## src/rtl/cmp_sync_pkg.sv

```systemverilog
package cmp_sync_pkg;

    localparam int unsigned ADDR_W = 10;
    localparam int unsigned WORD_W = 32;

    localparam logic [ADDR_W-1:0] A_CFG      = 10'h070;
    localparam logic [ADDR_W-1:0] A_STAT     = 10'h074;
    localparam logic [ADDR_W-1:0] A_CMP_BASE = 10'h078;
    localparam logic [ADDR_W-1:0] A_SCTRL    = 10'h180;
    localparam logic [ADDR_W-1:0] A_SSTAT    = 10'h188;
    localparam logic [ADDR_W-1:0] A_SWIDTH   = 10'h190;
    localparam logic [ADDR_W-1:0] A_SPERIOD  = 10'h194;
    localparam logic [ADDR_W-1:0] A_SSTART   = 10'h19C;

    localparam int unsigned CFG_W      = 18;
    localparam int unsigned RST_BIT    = 0;
    localparam int unsigned SHADOW_BIT = 17;

    typedef enum logic [1:0] {
        SY_IDLE,
        SY_DELAY,
        SY_HIGH,
        SY_LOW
    } sync_state_e;

    function automatic logic [ADDR_W-1:0] cmp_addr(input int unsigned idx, input logic hi);
        return A_CMP_BASE + ADDR_W'(idx * 8) + (hi ? ADDR_W'(4) : ADDR_W'(0));
    endfunction

endpackage

```

## src/rtl/cmp_slot.sv

```systemverilog
module cmp_slot #(
    parameter int unsigned VAL_W  = 64,
    parameter int unsigned WORD_W = 32
) (
    input  logic              clk,
    input  logic              rst_n,
    input  logic              enable,
    input  logic              shadow_en,
    input  logic              wr_lo,
    input  logic              wr_hi,
    input  logic [WORD_W-1:0] wdata,
    input  logic              reload,
    input  logic [VAL_W-1:0]  count,
    output logic [VAL_W-1:0]  active_o,
    output logic              event_o
);

    localparam int unsigned HI_W = VAL_W - WORD_W;

    logic [VAL_W-1:0] active_q, active_d;
    logic [VAL_W-1:0] staged_q, staged_d;
    logic             hit, hit_q;

    function automatic logic [VAL_W-1:0] merge(input logic [VAL_W-1:0] base);
        logic [VAL_W-1:0] r;
        r = base;
        if (wr_lo) r[WORD_W-1:0] = wdata;
        if (wr_hi) r[VAL_W-1:WORD_W] = wdata[HI_W-1:0];
        return r;
    endfunction

    always_comb begin
        if (shadow_en) begin
            staged_d = merge(staged_q);
            active_d = reload ? staged_d : active_q;
        end else begin
            active_d = merge(active_q);
            staged_d = active_d;
        end
    end

    always_ff @(posedge clk) begin
        if (!rst_n) begin
            active_q <= '0;
            staged_q <= '0;
            hit_q    <= 1'b0;
        end else begin
            active_q <= active_d;
            staged_q <= staged_d;
            hit_q    <= hit;
        end
    end

    assign hit      = enable && (count >= active_q);
    assign event_o  = hit && !hit_q;
    assign active_o = active_q;

endmodule

```

## src/rtl/sync_pulse_fsm.sv

```systemverilog
module sync_pulse_fsm
    import cmp_sync_pkg::*;
#(
    parameter int unsigned TW = 32
) (
    input  logic          clk,
    input  logic          rst_n,
    input  logic          enable,
    input  logic          trigger,
    input  logic [TW-1:0] width,
    input  logic [TW-1:0] period,
    input  logic [TW-1:0] start,
    output logic          pulse_o,
    output logic          issue_o
);

    sync_state_e   state_q, state_d;
    logic [TW-1:0] cnt_q, cnt_d;
    logic [TW-1:0] w_eff;

    assign w_eff = (width == '0) ? TW'(1) : width;

    // next-state logic
    always_comb begin
        state_d = state_q;
        cnt_d   = cnt_q;
        issue_o = 1'b0;
        if (!enable) begin
            state_d = SY_IDLE;
            cnt_d   = '0;
        end else begin
            unique case (state_q)
                SY_IDLE: begin
                    if (trigger) begin
                        if (start != '0) begin
                            state_d = SY_DELAY;
                            cnt_d   = start - TW'(1);
                        end else begin
                            state_d = SY_HIGH;
                            cnt_d   = w_eff - TW'(1);
                            issue_o = 1'b1;
                        end
                    end
                end
                SY_DELAY: begin
                    if (cnt_q == '0) begin
                        state_d = SY_HIGH;
                        cnt_d   = w_eff - TW'(1);
                        issue_o = 1'b1;
                    end else begin
                        cnt_d = cnt_q - TW'(1);
                    end
                end
                SY_HIGH: begin
                    if (cnt_q != '0) begin
                        cnt_d = cnt_q - TW'(1);
                    end else if (period == '0) begin
                        state_d = SY_IDLE;
                    end else if (period > w_eff) begin
                        state_d = SY_LOW;
                        cnt_d   = period - w_eff - TW'(1);
                    end else begin
                        state_d = SY_HIGH;
                        cnt_d   = w_eff - TW'(1);
                        issue_o = 1'b1;
                    end
                end
                SY_LOW: begin
                    if (cnt_q == '0) begin
                        state_d = SY_HIGH;
                        cnt_d   = w_eff - TW'(1);
                        issue_o = 1'b1;
                    end else begin
                        cnt_d = cnt_q - TW'(1);
                    end
                end
                default: begin
                    state_d = SY_IDLE;
                    cnt_d   = '0;
                end
            endcase
        end
    end

    // state register
    always_ff @(posedge clk) begin
        if (!rst_n) begin
            state_q <= SY_IDLE;
            cnt_q   <= '0;
        end else begin
            state_q <= state_d;
            cnt_q   <= cnt_d;
        end
    end

    // outputs
    always_comb begin
        pulse_o = (state_q == SY_HIGH);
    end

endmodule

```

## src/rtl/cmp_sync_gen.sv

```systemverilog
module cmp_sync_gen
    import cmp_sync_pkg::*;
#(
    parameter int unsigned NUM_CMP = 4,
    parameter int unsigned VAL_W   = 64,
    parameter int unsigned TMR_W   = 32
) (
    input  logic               clk,
    input  logic               rst_n,
    input  logic               reg_we,
    input  logic [9:0]         reg_addr,
    input  logic [31:0]        reg_wdata,
    output logic [31:0]        reg_rdata,
    input  logic [VAL_W-1:0]   time_cnt_i,
    output logic               cnt_rst_o,
    output logic [NUM_CMP-1:0] cmp_evt_o,
    output logic               sync0_o
);

    localparam int unsigned HI_W = VAL_W - WORD_W;

    logic [CFG_W-1:0]   cfg_q;
    logic [NUM_CMP-1:0] stat_q;
    logic [1:0]         sctrl_q;
    logic               sstat_q;
    logic [TMR_W-1:0]   width_q, period_q, start_q;

    logic [VAL_W-1:0]   act [NUM_CMP];
    logic [NUM_CMP-1:0] evt;
    logic               sync_on, issue;
    logic [NUM_CMP-1:0] stat_clr;
    logic               sstat_clr;

    function automatic logic wr_at(input logic [ADDR_W-1:0] a);
        return reg_we && (reg_addr == a);
    endfunction

    generate
        for (genvar i = 0; i < NUM_CMP; i++) begin : g_slot
            cmp_slot #(.VAL_W(VAL_W), .WORD_W(WORD_W)) u_slot (
                .clk      (clk),
                .rst_n    (rst_n),
                .enable   (cfg_q[i+1]),
                .shadow_en(cfg_q[SHADOW_BIT]),
                .wr_lo    (wr_at(cmp_addr(i, 1'b0))),
                .wr_hi    (wr_at(cmp_addr(i, 1'b1))),
                .wdata    (reg_wdata),
                .reload   (cnt_rst_o),
                .count    (time_cnt_i),
                .active_o (act[i]),
                .event_o  (evt[i])
            );
        end
    endgenerate

    assign cmp_evt_o = evt;
    assign cnt_rst_o = evt[0] && cfg_q[RST_BIT];
    assign sync_on   = sctrl_q[0] && sctrl_q[1];
    assign stat_clr  = wr_at(A_STAT) ? reg_wdata[NUM_CMP-1:0] : '0;
    assign sstat_clr = wr_at(A_SSTAT) && reg_wdata[0];

    always_ff @(posedge clk) begin
        if (!rst_n) begin
            cfg_q    <= '0;
            stat_q   <= '0;
            sctrl_q  <= '0;
            sstat_q  <= 1'b0;
            width_q  <= '0;
            period_q <= '0;
            start_q  <= '0;
        end else begin
            if (wr_at(A_CFG))     cfg_q    <= reg_wdata[CFG_W-1:0];
            if (wr_at(A_SCTRL))   sctrl_q  <= reg_wdata[1:0];
            if (wr_at(A_SWIDTH))  width_q  <= reg_wdata[TMR_W-1:0];
            if (wr_at(A_SPERIOD)) period_q <= reg_wdata[TMR_W-1:0];
            if (wr_at(A_SSTART))  start_q  <= reg_wdata[TMR_W-1:0];
            stat_q  <= (stat_q & ~stat_clr) | evt;
            sstat_q <= (sstat_q && !sstat_clr) || issue;
        end
    end

    sync_pulse_fsm #(.TW(TMR_W)) u_sync (
        .clk    (clk),
        .rst_n  (rst_n),
        .enable (sync_on),
        .trigger(evt[1]),
        .width  (width_q),
        .period (period_q),
        .start  (start_q),
        .pulse_o(sync0_o),
        .issue_o(issue)
    );

    always_comb begin
        reg_rdata = '0;
        if (reg_addr == A_CFG)     reg_rdata = 32'(cfg_q);
        if (reg_addr == A_STAT)    reg_rdata = 32'(stat_q);
        if (reg_addr == A_SCTRL)   reg_rdata = 32'(sctrl_q);
        if (reg_addr == A_SSTAT)   reg_rdata = 32'(sstat_q);
        if (reg_addr == A_SWIDTH)  reg_rdata = 32'(width_q);
        if (reg_addr == A_SPERIOD) reg_rdata = 32'(period_q);
        if (reg_addr == A_SSTART)  reg_rdata = 32'(start_q);
        for (int i = 0; i < NUM_CMP; i++) begin
            if (reg_addr == cmp_addr(i, 1'b0)) reg_rdata = act[i][WORD_W-1:0];
            if (reg_addr == cmp_addr(i, 1'b1)) reg_rdata = 32'(act[i][VAL_W-1:WORD_W]);
        end
    end

endmodule

```

## config.mk

```make
export PLATFORM = sky130hd
export DESIGN_NAME = cmp_sync_gen
export DESIGN_NICKNAME = d
export VERILOG_FILES = /design/src/rtl/cmp_sync_pkg.sv /design/src/rtl/cmp_slot.sv /design/src/rtl/sync_pulse_fsm.sv /design/src/rtl/cmp_sync_gen.sv
export SDC_FILE = /design/constraint.sdc
export NUM_CORES = 2
export LEC_CHECK = 0
export BUFFER_PORTS_ARGS = -buffer_cell sky130_fd_sc_hd__clkbuf_2
export CELL_PAD_IN_SITES_DETAIL_PLACEMENT = 1
export CELL_PAD_IN_SITES_GLOBAL_PLACEMENT = 2
export CORE_MARGIN = 1
export CORE_UTILIZATION = 41
export DETAILED_ROUTE_END_ITERATION = 8
export MAX_ROUTING_LAYER = met4
export PLACE_DENSITY_LB_ADDON = 0.1
export SLEW_MARGIN = 20
export SYNTH_ARGS = -nofsm -noshare
export SYNTH_HDL_FRONTEND = slang
export SYNTH_HIERARCHICAL = 1
export SYNTH_SLANG_ARGS = --single-unit
```

## constraint.sdc

```tcl
create_clock -name clk -period 7.6 [get_ports clk]
set_clock_uncertainty 0.15 [all_clocks]
set_input_delay 0.76 -clock clk [delete_from_list [all_inputs] [get_ports clk]]
set_output_delay 0.76 -clock clk [all_outputs]
set_load 0.01 [all_outputs]
```

### After elaboration in Yosys (flattened, before gate mapping)

Cells that the tools add are included.

| operators by class | value |
|---|---|
| bitwise logic cells | 3 |
| reduce and logical (&&, ||, !) cells | 43 |
| $add $sub $neg | 5 |
| $lt $le $gt $ge | 5 |
| eq/ne operators | 23 |
| multiplexer cells | 67 |

Operators by type and width:

| kind | count |
|---|---|
| $mux 32 | 37 |
| $mux 64 | 12 |
| $ge 64x64->1 | 4 |
| $sub 32x1->32 const B | 4 |
| $logic_not 32->1 | 3 |
| $pmux 32 s3 | 1 |
| $reduce_bool 32->1 | 2 |
| $eq 10x8->1 const B | 6 |
| $eq 10x9->1 const B | 5 |
| $eq 10x7->1 const B | 4 |
| $gt 32x32->1 | 1 |
| $sub 32x32->32 | 1 |
| $logic_and 1x1->1 | 27 |
| $mux 18 | 1 |
| $mux 2 | 5 |
| $mux 1 | 8 |
| $pmux 2 s3 | 1 |
| $logic_not 1->1 | 5 |
| $and 4x4->4 | 1 |
| $eq 2x2->1 const B | 2 |
| $mux 4 | 1 |
| $ne 2x1->1 const B | 2 |
| $ne 2x2->1 const B | 2 |
| $not 4->4 | 1 |
| 9 further kinds | 10 |

| word-level totals | value |
|---|---|
| word-level logic and storage cells | 167 |
| bits of input ports | 109 |
| output and inout port bits | 38 |
| register bits | 671 |

### Depth between registers and ports, before layout

| logic depth | value |
|---|---|
| word-level depth | 16 |
| depth in mapped cells | 19 |
| depth with buffers taken out | 17 |

### Cells and area by module

Netlist, hierarchy kept.

By module, submodules not included:

| module | seq. area each (um^2) | instances | cells an instance | area an instance (um^2) |
|---|---|---|---|---|
| cmp_slot | 2582.5 | 4 | 813 | 6856.6 |
| cmp_sync_gen | 2422.3 | 1 | 1131 | 8257.9 |
| sync_pulse_fsm | 680.7 | 1 | 870 | 6013.3 |

### Worst setup path before layout

No wires, ideal clock.

| timing | value |
|---|---|
| path type | register to register |
| start point | register width_q[12] |
| end point | register u_sync.cnt_q[27] |
| path slack | 3.365 ns |
| required time | 7.316 ns |
| buffers on the path | 1 |
| period minus slack after synthesis | 4.235 ns |
| setup time | 0.134 ns |
| cell stages (with the launch flop) | 16 |
| arrival | 3.951 ns |
| path through | dfxtp_1 > or4_4 > or4_4 > buf_6 > nor3_1 > a21oi_1 > ha_1 > a211oi_1 > o211ai_1 > and3_1 > o311a_1 > o21ba_2 > or3_1 > a311oi_1 > nand3b_1 > a31oi_1 |

| between the ends | value |
|---|---|
| word-level cells in the longest chain between the ends | 8 |
| elaborated cells between the ends (all ways) | 13 |
| those cells by class | add/sub (3); order compare (1); mux (8); reduce/logical (1) |

RTL lines:

| what | RTL line | RTL |
|---|---|---|
| from (decl) | cmp_sync_gen.sv:26 | `logic [TMR_W-1:0] width_q, period_q, start_q;` |
| from (signal assigned) | cmp_sync_gen.sv:74 | `if (wr_at(A_SWIDTH)) width_q <= reg_wdata[TMR_W-1:0];` |
| $logic_not 32->1 | sync_pulse_fsm.sv:21 | `assign w_eff = (width == '0) ? TW'(1) : width;` |
| $mux 32 * | sync_pulse_fsm.sv:21 |  |
| $sub 32x32->32 | sync_pulse_fsm.sv:61 | `cnt_d = period - w_eff - TW'(1);` |
| $sub 32x1->32 | sync_pulse_fsm.sv:61 |  |
| $mux 32 | sync_pulse_fsm.sv:59 | `end else if (period > w_eff) begin` |
| $mux 32 | sync_pulse_fsm.sv:57 | `end else if (period == '0) begin` |
| $mux 32 | sync_pulse_fsm.sv:55 | `if (cnt_q != '0) begin` |
| $pmux 32 s3 * | sync_pulse_fsm.sv:32 | `unique case (state_q)` |
| to (signal assigned) | sync_pulse_fsm.sv:92 | `cnt_q <= cnt_d;` |
| to (decl) | sync_pulse_fsm.sv:18 | `logic [TW-1:0] cnt_q, cnt_d;` |

Mark *: on every way between the ends. The rest lies on a longest branch, timed or not. The select of a mux whose other input is x is not followed.
A chain may end at the register's enable or synchronous reset.

### Final worst setup path

| timing | value |
|---|---|
| start point | register g_slot[2].u_slot.active_q[43] |
| end point | output port cmp_evt_o[2] |

| between the ends | value |
|---|---|
| word-level cells in the longest chain between the ends | 3 |

RTL lines:

| what | RTL line | RTL |
|---|---|---|
| from (decl) | cmp_slot.sv:20 | `logic [VAL_W-1:0] active_q, active_d;` |
| from (signal assigned) | cmp_slot.sv:48 | `active_q <= active_d;` |
| $ge 64x64->1 | cmp_slot.sv:54 | `assign hit = enable && (count >= active_q);` |
| $logic_and 1x1->1 | cmp_slot.sv:54 |  |
| $logic_and 1x1->1 | cmp_slot.sv:55 | `assign event_o = hit && !hit_q;` |
| to (decl) | cmp_sync_gen.sv:16 | `output logic [NUM_CMP-1:0] cmp_evt_o,` |

Every way passes these cells.

==> results.cfg <==
[sta]
slew_violations = 0
max_freq_mhz = 170
relSlewSlack = 0.130
fin_crit_sh = 0.773
layout_min_cycle_time_ps = 5870
rsz0062_at_grt = no
setup_viol = 0
worst_slack_ps = 1730
fin_tns_setup_ps = 0
hold_viol_final = 0
worst_pin_slew_ps = 1290

[detailed_routing]
via_per_inst = 6.38
drtIter0Drc = 4155
wl_um = 195000
wl_met1_um = 85500
wl_met2_um = 86200
drc_errors = 0
first_pass_iters = 5
vias = 42171
highest_layer = met4
routedWlPerCell_um = 29.4
ant_nets = 0
wl_met3_um = 15000

[synthesis]
yosysMostFrequentCell = nand2_1
synth_area_leaders = dfxtp_1 32%, ha_1 8.8%, o211a_1 6.2%, nand2_1 6.1%, o21ai_0 5.1%
synth_ff_type = dfxtp_1
synthesis.area_um2 = 41700
yosys_warnings = 6
synth_top_area_share = 0.322
ys_types = 100
ys_seq_area_frac = 0.322
ys_ff_latch = 671
synth-edff-count = 0
synth_area_per_cell_um2 = 7.94
synth_cells = 5253
yosys.area.top_type = dfxtp_1
ys_async_sr_fraction = 0
synth.net_count = 5656
ys_top_cells_by_count = 673 x nand2_1, 671 x dfxtp_1, 436 x nor2_1

[global_routing]
gr-total-overflow = 0
grt.total_usage = 0.379
grt_pass1_vias = 41025
antenna_found_initial = 4
grt_max_degree = 207
grt_pass1_wl_um = 283000

[place]
globalplace.congestion = 0.973
dp_slack_ps = 1860
detailed_place_hpwl_um = 139000
portBuffers = 146

[clocking]
clock-root-buffer = clkbuf_16
insertion_delay_ps = 670
hold_buffers = 0
cts_made_buffers = 84
ctsResizeCount = 0
cts_tree = done
cts_buffer_depth = 3
htree_levels = 3
path_clk_slew_ps = 60
cts.sinks = 671
cts_setup_buffers = 0

[worst_setup_path]
startpoint_type = flip-flop
worstPathCellList = inv_1 -> ha_1 -> nand2_1 -> nor3_2 -> nand3_2 -> nor4_1 -> o21ai_1 -> a21oi_1 -> clkbuf_2
slowest_delay_ps = 1110
worstPathRequired_ps = 6690
critical_path.max_fanout = 4
cpMaxStageDelayCell = nor4_1
worstSetupPathType = reg2out
crit_arrival_ps = 4960
rr_worst_depth = 12
end_kind = output port

[floorplan]
die_x_um = 321
rows = 116
dieArea_um2 = 103000
start_util = 0.415
ios = 147
chipHeight_um = 321
core_um2 = 100000

[finish]
syn2layout_area_growth_pct = 10.7
final_core_util = 0.460
fillers = 12097
drive_gt1_frac = 0.0968
final_nets = 5586

[pwr]
power.leakage_nw = 19.4
ir_drop_mv = 0.166
cellPowerDensity_nw_per_um2 = 180

[hold_path]
worstHoldPathCells = 2
hold_path.class = reg2reg

[run_status]
outcome = finished clean

[run]
cap_viol_max_count = 0
==> critical path, delay by kind of cell (launching register included) <==
kind / cells / cell delay [ps]
AO/OA/AOI/OAI: 2 / 1100
adder cells (fa/ha/maj): 1 / 320
buffers and inverters: 2 / 360
flip-flops: 1 / 580
AND/OR/NAND/NOR: 4 / 1920
==> layout by cell type, fill, tap and decap left out, types with 18 or more instances in the layout <==
master     instances
a221oi_1          33
inv_1            320
clkbuf_1          19
clkbuf_2         143
mux2_2            20
a21boi_0          95
xor2_1            36
o211ai_1         268
o21ai_0          414
dfxtp_1          670
a31oi_1           26
o211a_1          258
nor4_1            33
a22oi_1           18
nor2_1           430
nand3_1           81
and4_2            20
nand4_1           59
o221ai_1          22
buf_4             79
nor2b_1           30
a21o_1            36
nand2_1          672
clkbuf_16         87
a211oi_1          42
mux2i_1           68
ha_1             293
a21oi_1          225
nor3_1            43
xnor2_1           66
clkbuf_8          19
o22ai_1          296
==> sequential cells by signal, indices dropped and copies added, names as in the netlist <==
name,cells
cfg_q,18
g_slot.u_slot/hit_q,4
g_slot.u_slot/active_o,256
stat_q,4
start_q,32
sstat_q,1
sctrl_q,2
u_sync/cnt_q,32
u_sync/state_q,2
width_q,32
period_q,32
g_slot.u_slot/staged_q,256
==> logic make-up after synthesis <==
logic type / count (synthesis) / share of synthesized area
compound gates: 1879 / 0.314
simple gates: 1506 / 0.164
buf+inv: 712 / 0.0679
flops: 671 / 0.322
fa+ha+maj: 294 / 0.0884
xor+xnor: 102 / 0.0214
mux: 89 / 0.0223
==> area by class of cell <==
class / instances / area (um^2) / area share
Tap cell: 1357 / 1700 / 0.0368
Inverter: 329 / 1230 / 0.0268
Sequential cell: 671 / 13400 / 0.291
Multi-Input combinational cell: 3870 / 25500 / 0.553
Clock buffer: 125 / 2510 / 0.0544
Antenna cell: 6 / 15.0 / 0.000325
Timing Repair Buffer: 227 / 1390 / 0.0301
Clock inverter: 27 / 333 / 0.00721
==> layer usage <==
metal | track usage | up-vias
li1 | - | 19092
met1 | 0.505 | 21142
met2 | 0.575 | 1605
met3 | 0.0639 | 332
met4 | 0.141 | 0
met5 | - | -
==> worst paths after layout <==
| kind | start | endpoint | slack [ps] |
|---|---|---|---|
| worst max-delay path | g_slot[2].u_slot/active_o[43] | cmp_evt_o[2] | 1730 |
| worst min register to register | cfg_q[3] | g_slot[2].u_slot/hit_q | 330 |
| worst max register to register | g_slot[0].u_slot/active_o[46] | g_slot[3].u_slot/active_o[44] | 1790 |
| worst min-delay path | cfg_q[3] | g_slot[2].u_slot/hit_q | 330 |
==> stage by stage <==
step / instances / total power, mW / instance area (um^2) / hold slack [ps]
after floorplan: 5253 / 3.86 / 41700 / 283
after global placement: 6454 / 4.13 / 43300 / 308
after detailed placement: 6454 / 4.14 / 43300 / 317
after CTS: 6606 / 8.32 / 46100 / 326
after global routing: 6609 / 8.49 / 46200 / 338
final: 6612 / 8.29 / 46200 / 333
==> power by group <==
| part | internal [mW] | switching [mW] |
|---|---|---|
| clock | 2.49 | 1.72 |
| sequential | 3.52 | 0.00197 |
| combinational | 0.156 | 0.408 |
| total | 6.16 | 2.13 |
Power figures use the tool's default switching activity.
